--- src/rtl/ocnt_pkg.sv ---
package ocnt_pkg;

    localparam int CNT_W = 4;

    typedef logic [CNT_W-1:0] nib_t;

    typedef enum logic [1:0] {
        MODE_FREE     = 2'b00,
        MODE_START    = 2'b01,
        MODE_END      = 2'b10,
        MODE_FREE_ALT = 2'b11
    } mode_e;

    typedef enum logic [1:0] {
        ACT_HOLD  = 2'b00,
        ACT_COUNT = 2'b01,
        ACT_LOAD  = 2'b10,
        ACT_CLEAR = 2'b11
    } act_e;

    // Per-stage control requested by the offset logic (active high inside).
    typedef struct packed {
        logic clr;
        logic ld;
    } stage_ctl_t;

    // Priority: clear, then load, then count, else hold.
    function automatic act_e pick_act(logic clr, logic ld, logic adv);
        if (clr)      return ACT_CLEAR;
        else if (ld)  return ACT_LOAD;
        else if (adv) return ACT_COUNT;
        else          return ACT_HOLD;
    endfunction

    function automatic nib_t nib_next(act_e a, nib_t cur, nib_t din);
        case (a)
            ACT_CLEAR: return '0;
            ACT_LOAD:  return din;
            ACT_COUNT: return cur + nib_t'(1);
            default:   return cur;
        endcase
    endfunction

endpackage

--- src/rtl/ocnt_stage.sv ---
module ocnt_stage
    import ocnt_pkg::*;
(
    input  logic       clk,
    input  logic       rst,
    input  stage_ctl_t ctl,
    input  logic       en_p,
    input  logic       en_t,
    input  nib_t       din,
    output nib_t       q,
    output logic       carry
);

    act_e act;

    always_comb begin
        act = pick_act(ctl.clr, ctl.ld, en_p & en_t);
    end

    always_ff @(posedge clk) begin
        if (rst) begin
            q <= '0;
        end else begin
            q <= nib_next(act, q, din);
        end
    end

    assign carry = (&q) & en_t;

endmodule

--- src/rtl/ocnt_chain.sv ---
module ocnt_chain
    import ocnt_pkg::*;
#(
    parameter int STAGES = 2,
    localparam int TW = STAGES * CNT_W
) (
    input  logic          clk,
    input  logic          rst,
    input  stage_ctl_t    ctl,
    input  logic          en_p,
    input  logic          en_t,
    input  logic [TW-1:0] din,
    output logic [TW-1:0] q,
    output logic          carry
);

    // t_link[i] is the T enable of stage i; t_link[STAGES] is the chain carry.
    logic [STAGES:0] t_link;

    assign t_link[0] = en_t;

    for (genvar g = 0; g < STAGES; g++) begin : g_stage
        nib_t q_s;
        logic c_s;

        ocnt_stage u_stage (
            .clk   (clk),
            .rst   (rst),
            .ctl   (ctl),
            .en_p  (en_p),
            .en_t  (t_link[g]),
            .din   (din[g*CNT_W +: CNT_W]),
            .q     (q_s),
            .carry (c_s)
        );

        assign q[g*CNT_W +: CNT_W] = q_s;
        assign t_link[g+1]         = c_s;
    end

    assign carry = t_link[STAGES];

endmodule

--- src/rtl/ocnt_offset.sv ---
module ocnt_offset
    import ocnt_pkg::*;
#(
    parameter int TW = 8,
    parameter logic [TW-1:0] START_VAL = TW'(6),
    parameter logic [TW-1:0] TERM_VAL  = TW'(13)
) (
    input  logic [1:0]    mode,
    input  logic [TW-1:0] q,
    input  logic          carry,
    input  logic          clr_n,
    input  logic          ld_n,
    input  logic          en_p,
    input  logic          en_t,
    input  logic [TW-1:0] ld_data,
    output stage_ctl_t    ctl,
    output logic [TW-1:0] ld_val
);

    mode_e md;
    logic  auto_reload;
    logic  auto_clear;

    always_comb begin
        md          = mode_e'(mode);
        auto_reload = (md == MODE_START) && carry && en_p;
        auto_clear  = (md == MODE_END) && en_p && en_t
                      && (q == TERM_VAL) && ld_n;
        ctl.clr     = !clr_n || auto_clear;
        ctl.ld      = !ld_n || auto_reload;
        ld_val      = !ld_n ? ld_data : START_VAL;
    end

endmodule

--- src/rtl/offset_counter.sv ---
module offset_counter
    import ocnt_pkg::*;
#(
    parameter int STAGES = 2,
    localparam int TW = STAGES * CNT_W,
    parameter logic [TW-1:0] START_VAL = TW'(6),
    parameter logic [TW-1:0] TERM_VAL  = TW'(13)
) (
    input  logic          clk,
    input  logic          rst,
    input  logic [1:0]    mode,
    input  logic          clr_n,
    input  logic          ld_n,
    input  logic          en_p,
    input  logic          en_t,
    input  logic [TW-1:0] ld_data,
    output logic [TW-1:0] q,
    output logic          carry
);

    stage_ctl_t    ctl;
    logic [TW-1:0] ld_val;

    ocnt_offset #(
        .TW        (TW),
        .START_VAL (START_VAL),
        .TERM_VAL  (TERM_VAL)
    ) u_offset (
        .mode    (mode),
        .q       (q),
        .carry   (carry),
        .clr_n   (clr_n),
        .ld_n    (ld_n),
        .en_p    (en_p),
        .en_t    (en_t),
        .ld_data (ld_data),
        .ctl     (ctl),
        .ld_val  (ld_val)
    );

    ocnt_chain #(
        .STAGES (STAGES)
    ) u_chain (
        .clk   (clk),
        .rst   (rst),
        .ctl   (ctl),
        .en_p  (en_p),
        .en_t  (en_t),
        .din   (ld_val),
        .q     (q),
        .carry (carry)
    );

endmodule

--- config.mk ---
export PLATFORM = sky130hd
export DESIGN_NAME = offset_counter
export DESIGN_NICKNAME = d
export VERILOG_FILES = /design/src/rtl/ocnt_pkg.sv /design/src/rtl/ocnt_stage.sv /design/src/rtl/ocnt_chain.sv /design/src/rtl/ocnt_offset.sv /design/src/rtl/offset_counter.sv
export SDC_FILE = /design/constraint.sdc
export NUM_CORES = 1
export LEC_CHECK = 0
export ABC_AREA = 0
export BUFFER_PORTS_ARGS = -buffer_cell sky130_fd_sc_hd__buf_2
export CELL_PAD_IN_SITES_DETAIL_PLACEMENT = 1
export CELL_PAD_IN_SITES_GLOBAL_PLACEMENT = 2
export CORE_MARGIN = 1.5
export CORE_UTILIZATION = 27
export DETAILED_ROUTE_END_ITERATION = 10
export PLACE_DENSITY = 0.92
export SYNTH_ARGS = -nofsm -noshare
export SYNTH_HDL_FRONTEND = slang
export SYNTH_SLANG_ARGS = --single-unit
--- constraint.sdc ---
create_clock -name clk -period 3.65 [get_ports clk]
set_input_delay 0.1825 -clock clk [delete_from_list [all_inputs] [get_ports clk]]
set_output_delay 0.1825 -clock clk [all_outputs]
set_load 0.01 [all_outputs]
Yosys cells after proc, flatten, opt, wreduce, memory -nomap -nowiden
Cells that the tools add are included.
{ "word_totals": {"output_inout_bits": 9, "ff_bits": 8, "inputBits": 16} }
{ "op_classes": {"add_sub_neg": 2, "bitwise": 4, "muxes": 9, "n_reduce_logical": 14, "n_eq_ne": 9} }
{ "op_table": {"columns": ["op", "count"], "rows": [
  ["$pmux W4 S3", 2],
  ["$eq A2 B2 Y1 const B", 5],
  ["$add A4 B1 Y4 const B", 2],
  ["$eq A8 B4 Y1 const B", 1],
  ["$mux W2", 4],
  ["$mux W8", 1],
  ["$reduce_and A4 Y1", 2],
  ["$eq A2 B1 Y1 const B", 3],
  ["$logic_and A1 B1 Y1", 6],
  ["$reduce_bool A3 Y1", 2],
  ["$and A1 B1 Y1", 4],
  ["$logic_not A1 Y1", 2],
  ["$logic_or A1 B1 Y1", 2],
  ["$mux W1", 2]
]} }

Logic depth before layout (Yosys ltp)
{ "depth": {"word_depth": 10, "mapped_depth": 6} }

Hierarchy
Synthesis repeated with hierarchy kept, for this count alone.
{ "unflattened": {"hier_cells": 75, "area_unflattened_um2": 704.4} }
{ "by_module_without_submodules": {"columns": ["mod", "cells_per_inst", "instances", "area_per_inst_um2", "seq_area_each_um2"], "rows": [
  ["ocnt_stage", 30, 2, 302.8, 80.1],
  ["ocnt_offset", 15, 1, 98.8, 0.0]
]} }

Least setup slack after synthesis
Ideal clock, no wire load.
{ "synth_timing": {"path_type": "flip-flop to flip-flop", "start": "register u_chain.g_stage[0].u_stage.q[0]", "end": "register u_chain.g_stage[0].u_stage.q[1]", "setup_slack_ns": 1.770, "arrival_ns": 1.793, "period_less_slack_ns": 1.880, "stages_incl_launch_ff": 7, "path_cell_list": "dfxtp_1 -> ha_1 -> nand4_2 -> or4_1 -> buf_2 -> nor3b_1 -> nor4_4"} }
{ "synth_via": {"elab_chain_len": 10, "elab_cells_between_ends": 18} }
{ "synth_rtl": {"columns": ["element", "line", "source"], "rows": [
  ["from (decl)", "ocnt_stage.sv:10", "output nib_t q,"],
  ["from (signal assigned)", "ocnt_stage.sv:24", "q <= nib_next(act, q, din);"],
  ["$reduce_and A4 Y1", "ocnt_stage.sv:28", "assign carry = (&q) & en_t;"],
  ["$and A1 B1 Y1 (2 in a row)", "ocnt_stage.sv:28", null],
  ["$logic_and A1 B1 Y1 (2 in a row)", "ocnt_offset.sv:26", "auto_reload = (md == MODE_START) && carry && en_p;"],
  ["$logic_or A1 B1 Y1", "ocnt_offset.sv:30", "ctl.ld = !ld_n || auto_reload;"],
  ["$mux W2", "ocnt_pkg.sv:30", "else if (ld) return ACT_LOAD;"],
  ["$mux W2", "ocnt_pkg.sv:29", "if (clr) return ACT_CLEAR;"],
  ["$eq A2 B1 Y1 or $eq A2 B2 Y1 (tied branches)", "ocnt_pkg.sv:36", "case (a)"],
  ["$pmux W4 S3 or $reduce_bool A3 Y1 (tied branches)", null, null]
]} }
Several ways; a longest one is shown, not always the timed one.
A chain may end at the register's enable or synchronous reset.

Final worst setup path
Same ends and word-level chain as after synthesis.

==> results.py <==
metrics = {
    "clock_network": {
        "cts_tree": "done",
        "clock_latency_ps": 270,
        "cts_buffer_depth": 2,
        "cts_buffers": 3,
        "htreeDepth": 1,
        "cts_resized": 0,
        "clkSinkCount": 8,
        "root_buffer": "clkbuf_4",
        "hold_buffers": 0,
        "cts_setup_buffers": 0,
        "clkTransAtPathRegs_ps": 70,
    },
    "place": {
        "place.gp.congestion": 0.801,
        "dp_hpwl_um": 1550,
        "pre_cts_slack_ps": 1600,
        "io_buffers": 24,
        "dp_cells": 130,
    },
    "setup_path": {
        "worst-path-buf-inv": 0,
        "crit_path_end_kind": "flop",
        "start_kind": "flop",
        "cp_cell_sequence": "ha_1 > nand4_2 > or4_1 > nor3b_1 > nor4_4",
        "crit_required_ps": 3820,
        "critical_path_peak_fanout": 7,
        "critical-path-max-stage-delay_ps": 650,
        "slowest_stage": "or4_1",
        "arrival_ps": 2280,
        "critPathTopFamily": "simple AND/OR/NAND/NOR gates",
        "timing.reg2reg.setup_slack_ps": 1540,
        "path_class": "reg2reg",
    },
    "cells_and_area": {
        "syn_to_final_growth_pct": 25.6,
        "reg_top3": "u_chain.g_stage.u_stage.q (8)",
        "diodes": 0,
        "layout-drive-gt1-share": 0.295,
        "finalCoreUtilization": 0.360,
        "nNetsFinal": 127,
        "largest_register": "u_chain.g_stage.u_stage.q",
        "fillCellCount": 291,
        "largest_reg_flops": 8,
        "fin_cells": 133,
    },
    "grt": {
        "grt_overflow": 0,
        "first_global_vias": 676,
        "grt_pass1_wl_um": 3170,
        "antenna_found_initial": 0,
        "grt.total_usage": 0.163,
        "grt_max_degree": 19,
    },
    "sta": {
        "slew_headroom": 0.695,
        "tns_ps": 0,
        "setup_ws_ps": 1540,
        "setup_violations": 0,
        "grt_setup_unrepaired": "no",
        "finalCriticalPeriod_ps": 2110,
        "skew_ps": 12.8,
        "fmax_mhz": 475,
        "worstMarginPinSlew_ps": 456,
        "drv_slew": 0,
        "whs_ps": 161,
        "finalHoldViolations": 0,
        "fin_crit_sh": 0.577,
    },
    "power_and_ir_drop": {
        "power.leakage_uw": 0.000337,
        "intPower_uw": 149,
        "vdd.ir_drop.worst_v": 0.0000957,
        "p_per_area_nw_per_um2": 270,
        "pwr-share-comb": 0.209,
        "power_frac_seq": 0.441,
        "clkPwrFrac": 0.349,
        "switching_share": 0.317,
        "p_switching_uw": 68.9,
    },
    "outcome": {
        "outcome": "completed",
    },
    "routing": {
        "routed_wl_um": 2010,
        "wire_per_inst_um": 15.1,
        "drt_iter0_markers": 15,
        "drt.antenna.violating_nets": 0,
        "vias": 726,
        "first_pass_iters": 4,
        "drc_errors": 0,
        "vias_per_cell": 5.46,
    },
    "yosys": {
        "ys_warn_count": 0,
        "synthesis.area_um2": 641,
        "synth_nets": 101,
        "async_flop_share": 0,
        "avgSynthCellArea_um2": 7.91,
        "ys.flop_type": "dfxtp_1",
        "synth_edf_count": 0,
        "synth.distinct_cells": 36,
        "synth_cells": 81,
        "seq_area_frac_synth": 0.250,
        "ys_ff_latch": 8,
    },
    "floorplan": {
        "chipHeight_um": 51.7,
        "io_pins": 25,
        "start_util": 0.287,
        "rows": 17,
        "core_um2": 2230,
        "die-area_um2": 2670,
        "die_w_um": 51.7,
    },
    "flow_run": {
        "maxCapViolations": 0,
    },
    "min_path": {
        "hold_path_class": "in2reg",
    },
}
==> worst register-to-register path: stages (launching register included) <==
cell and delay [ps]:
dfxtp_1 470, ha_1 270, nand4_2 190, or4_1 650, nor3b_1 230, nor4_4 200
==> cells in the mapped netlist, types with 2 or more instances <==
cell type / number / area share
o2111ai_1: 2 / 0.027
nand3_1: 4 / 0.031
and3_1: 2 / 0.020
a221oi_1: 2 / 0.027
a21oi_1: 2 / 0.016
ha_1: 4 / 0.078
nand2b_1: 2 / 0.020
nor2_1: 7 / 0.041
inv_1: 6 / 0.035
dfxtp_1: 8 / 0.25
nand4_1: 3 / 0.029
a211oi_1: 3 / 0.035
or3_1: 2 / 0.020
buf_2: 2 / 0.016
nand2_1: 8 / 0.047
nor2b_1: 3 / 0.029
a31oi_1: 2 / 0.020
==> cell families (layout without fill, tap and decap cells) <==
| logic type | after synthesis | in the layout | share of synthesized area |
|---|---|---|---|
| simple gates | 41 | 41 | 0.383 |
| fa+ha+maj | 4 | 4 | 0.0781 |
| flops | 8 | 8 | 0.250 |
| buf+inv | 9 | 33 | 0.0566 |
| compound gates | 19 | 19 | 0.232 |
==> metal layers <==
layer  share of wire  global-route usage
met5               0                   0
met4           0.015              0.0789
met3           0.057              0.0374
met2            0.46               0.250
met1            0.47               0.215
==> per-stage QoR <==
| step | area [um2] | power [uW] |
|---|---|---|
| floorplan | 641 | 123 |
| global placement | 782 | 142 |
| detailed placement | 782 | 144 |
| CTS | 805 | 221 |
| global route | 805 | 230 |
| finish | 805 | 218 |
==> cells in the final DEF, fill, tap and decap left out, types with 3 or more instances in the layout <==
master / synthesis / routed
buf_2: 2 / 24
nand2_1: 8 / 8
dfxtp_1: 8 / 8
nor2_1: 7 / 7
inv_1: 6 / 6
nand3_1: 4 / 4
ha_1: 4 / 4
nor2b_1: 3 / 3
nand4_1: 3 / 3
a211oi_1: 3 / 3
clkbuf_4: 0 / 3
==> cell type report <==
class	instances	area [um2]	share of cell area
tap	28	35.0	0.0435
multi-input combinational	64	444	0.552
clock buffer	3	22.5	0.0280
timing repair buffer	24	120	0.149
sequential	8	160	0.199
inverter	6	22.5	0.0280
==> power by group through the flow <==
stage          logic (uW)  clock network [uW]  registers, uW
2_1_floorplan        24.6                   0           98.3
3_3_place_gp         44.8                   0           97.2
3_5_place_dp         45.6                   0           98.1
4_1_cts              45.8                78.6           96.1
5_1_grt              50.7                82.7           96.7
6_report             45.5                76.0           96.0
==> final timing paths <==
check / depth (start not counted) / startpoint / endpoint
setup / recovery: 5 / u_chain.g_stage[0].u_stage.q[0] / u_chain.g_stage[0].u_stage.q[1]
hold / removal: 3 / ld_data[0] / u_chain.g_stage[0].u_stage.q[0]
setup reg to reg: 5 / u_chain.g_stage[0].u_stage.q[0] / u_chain.g_stage[0].u_stage.q[1]
hold reg to reg: 2 / u_chain.g_stage[1].u_stage.q[1] / u_chain.g_stage[1].u_stage.q[1]
Power figures use the tool's default switching activity.
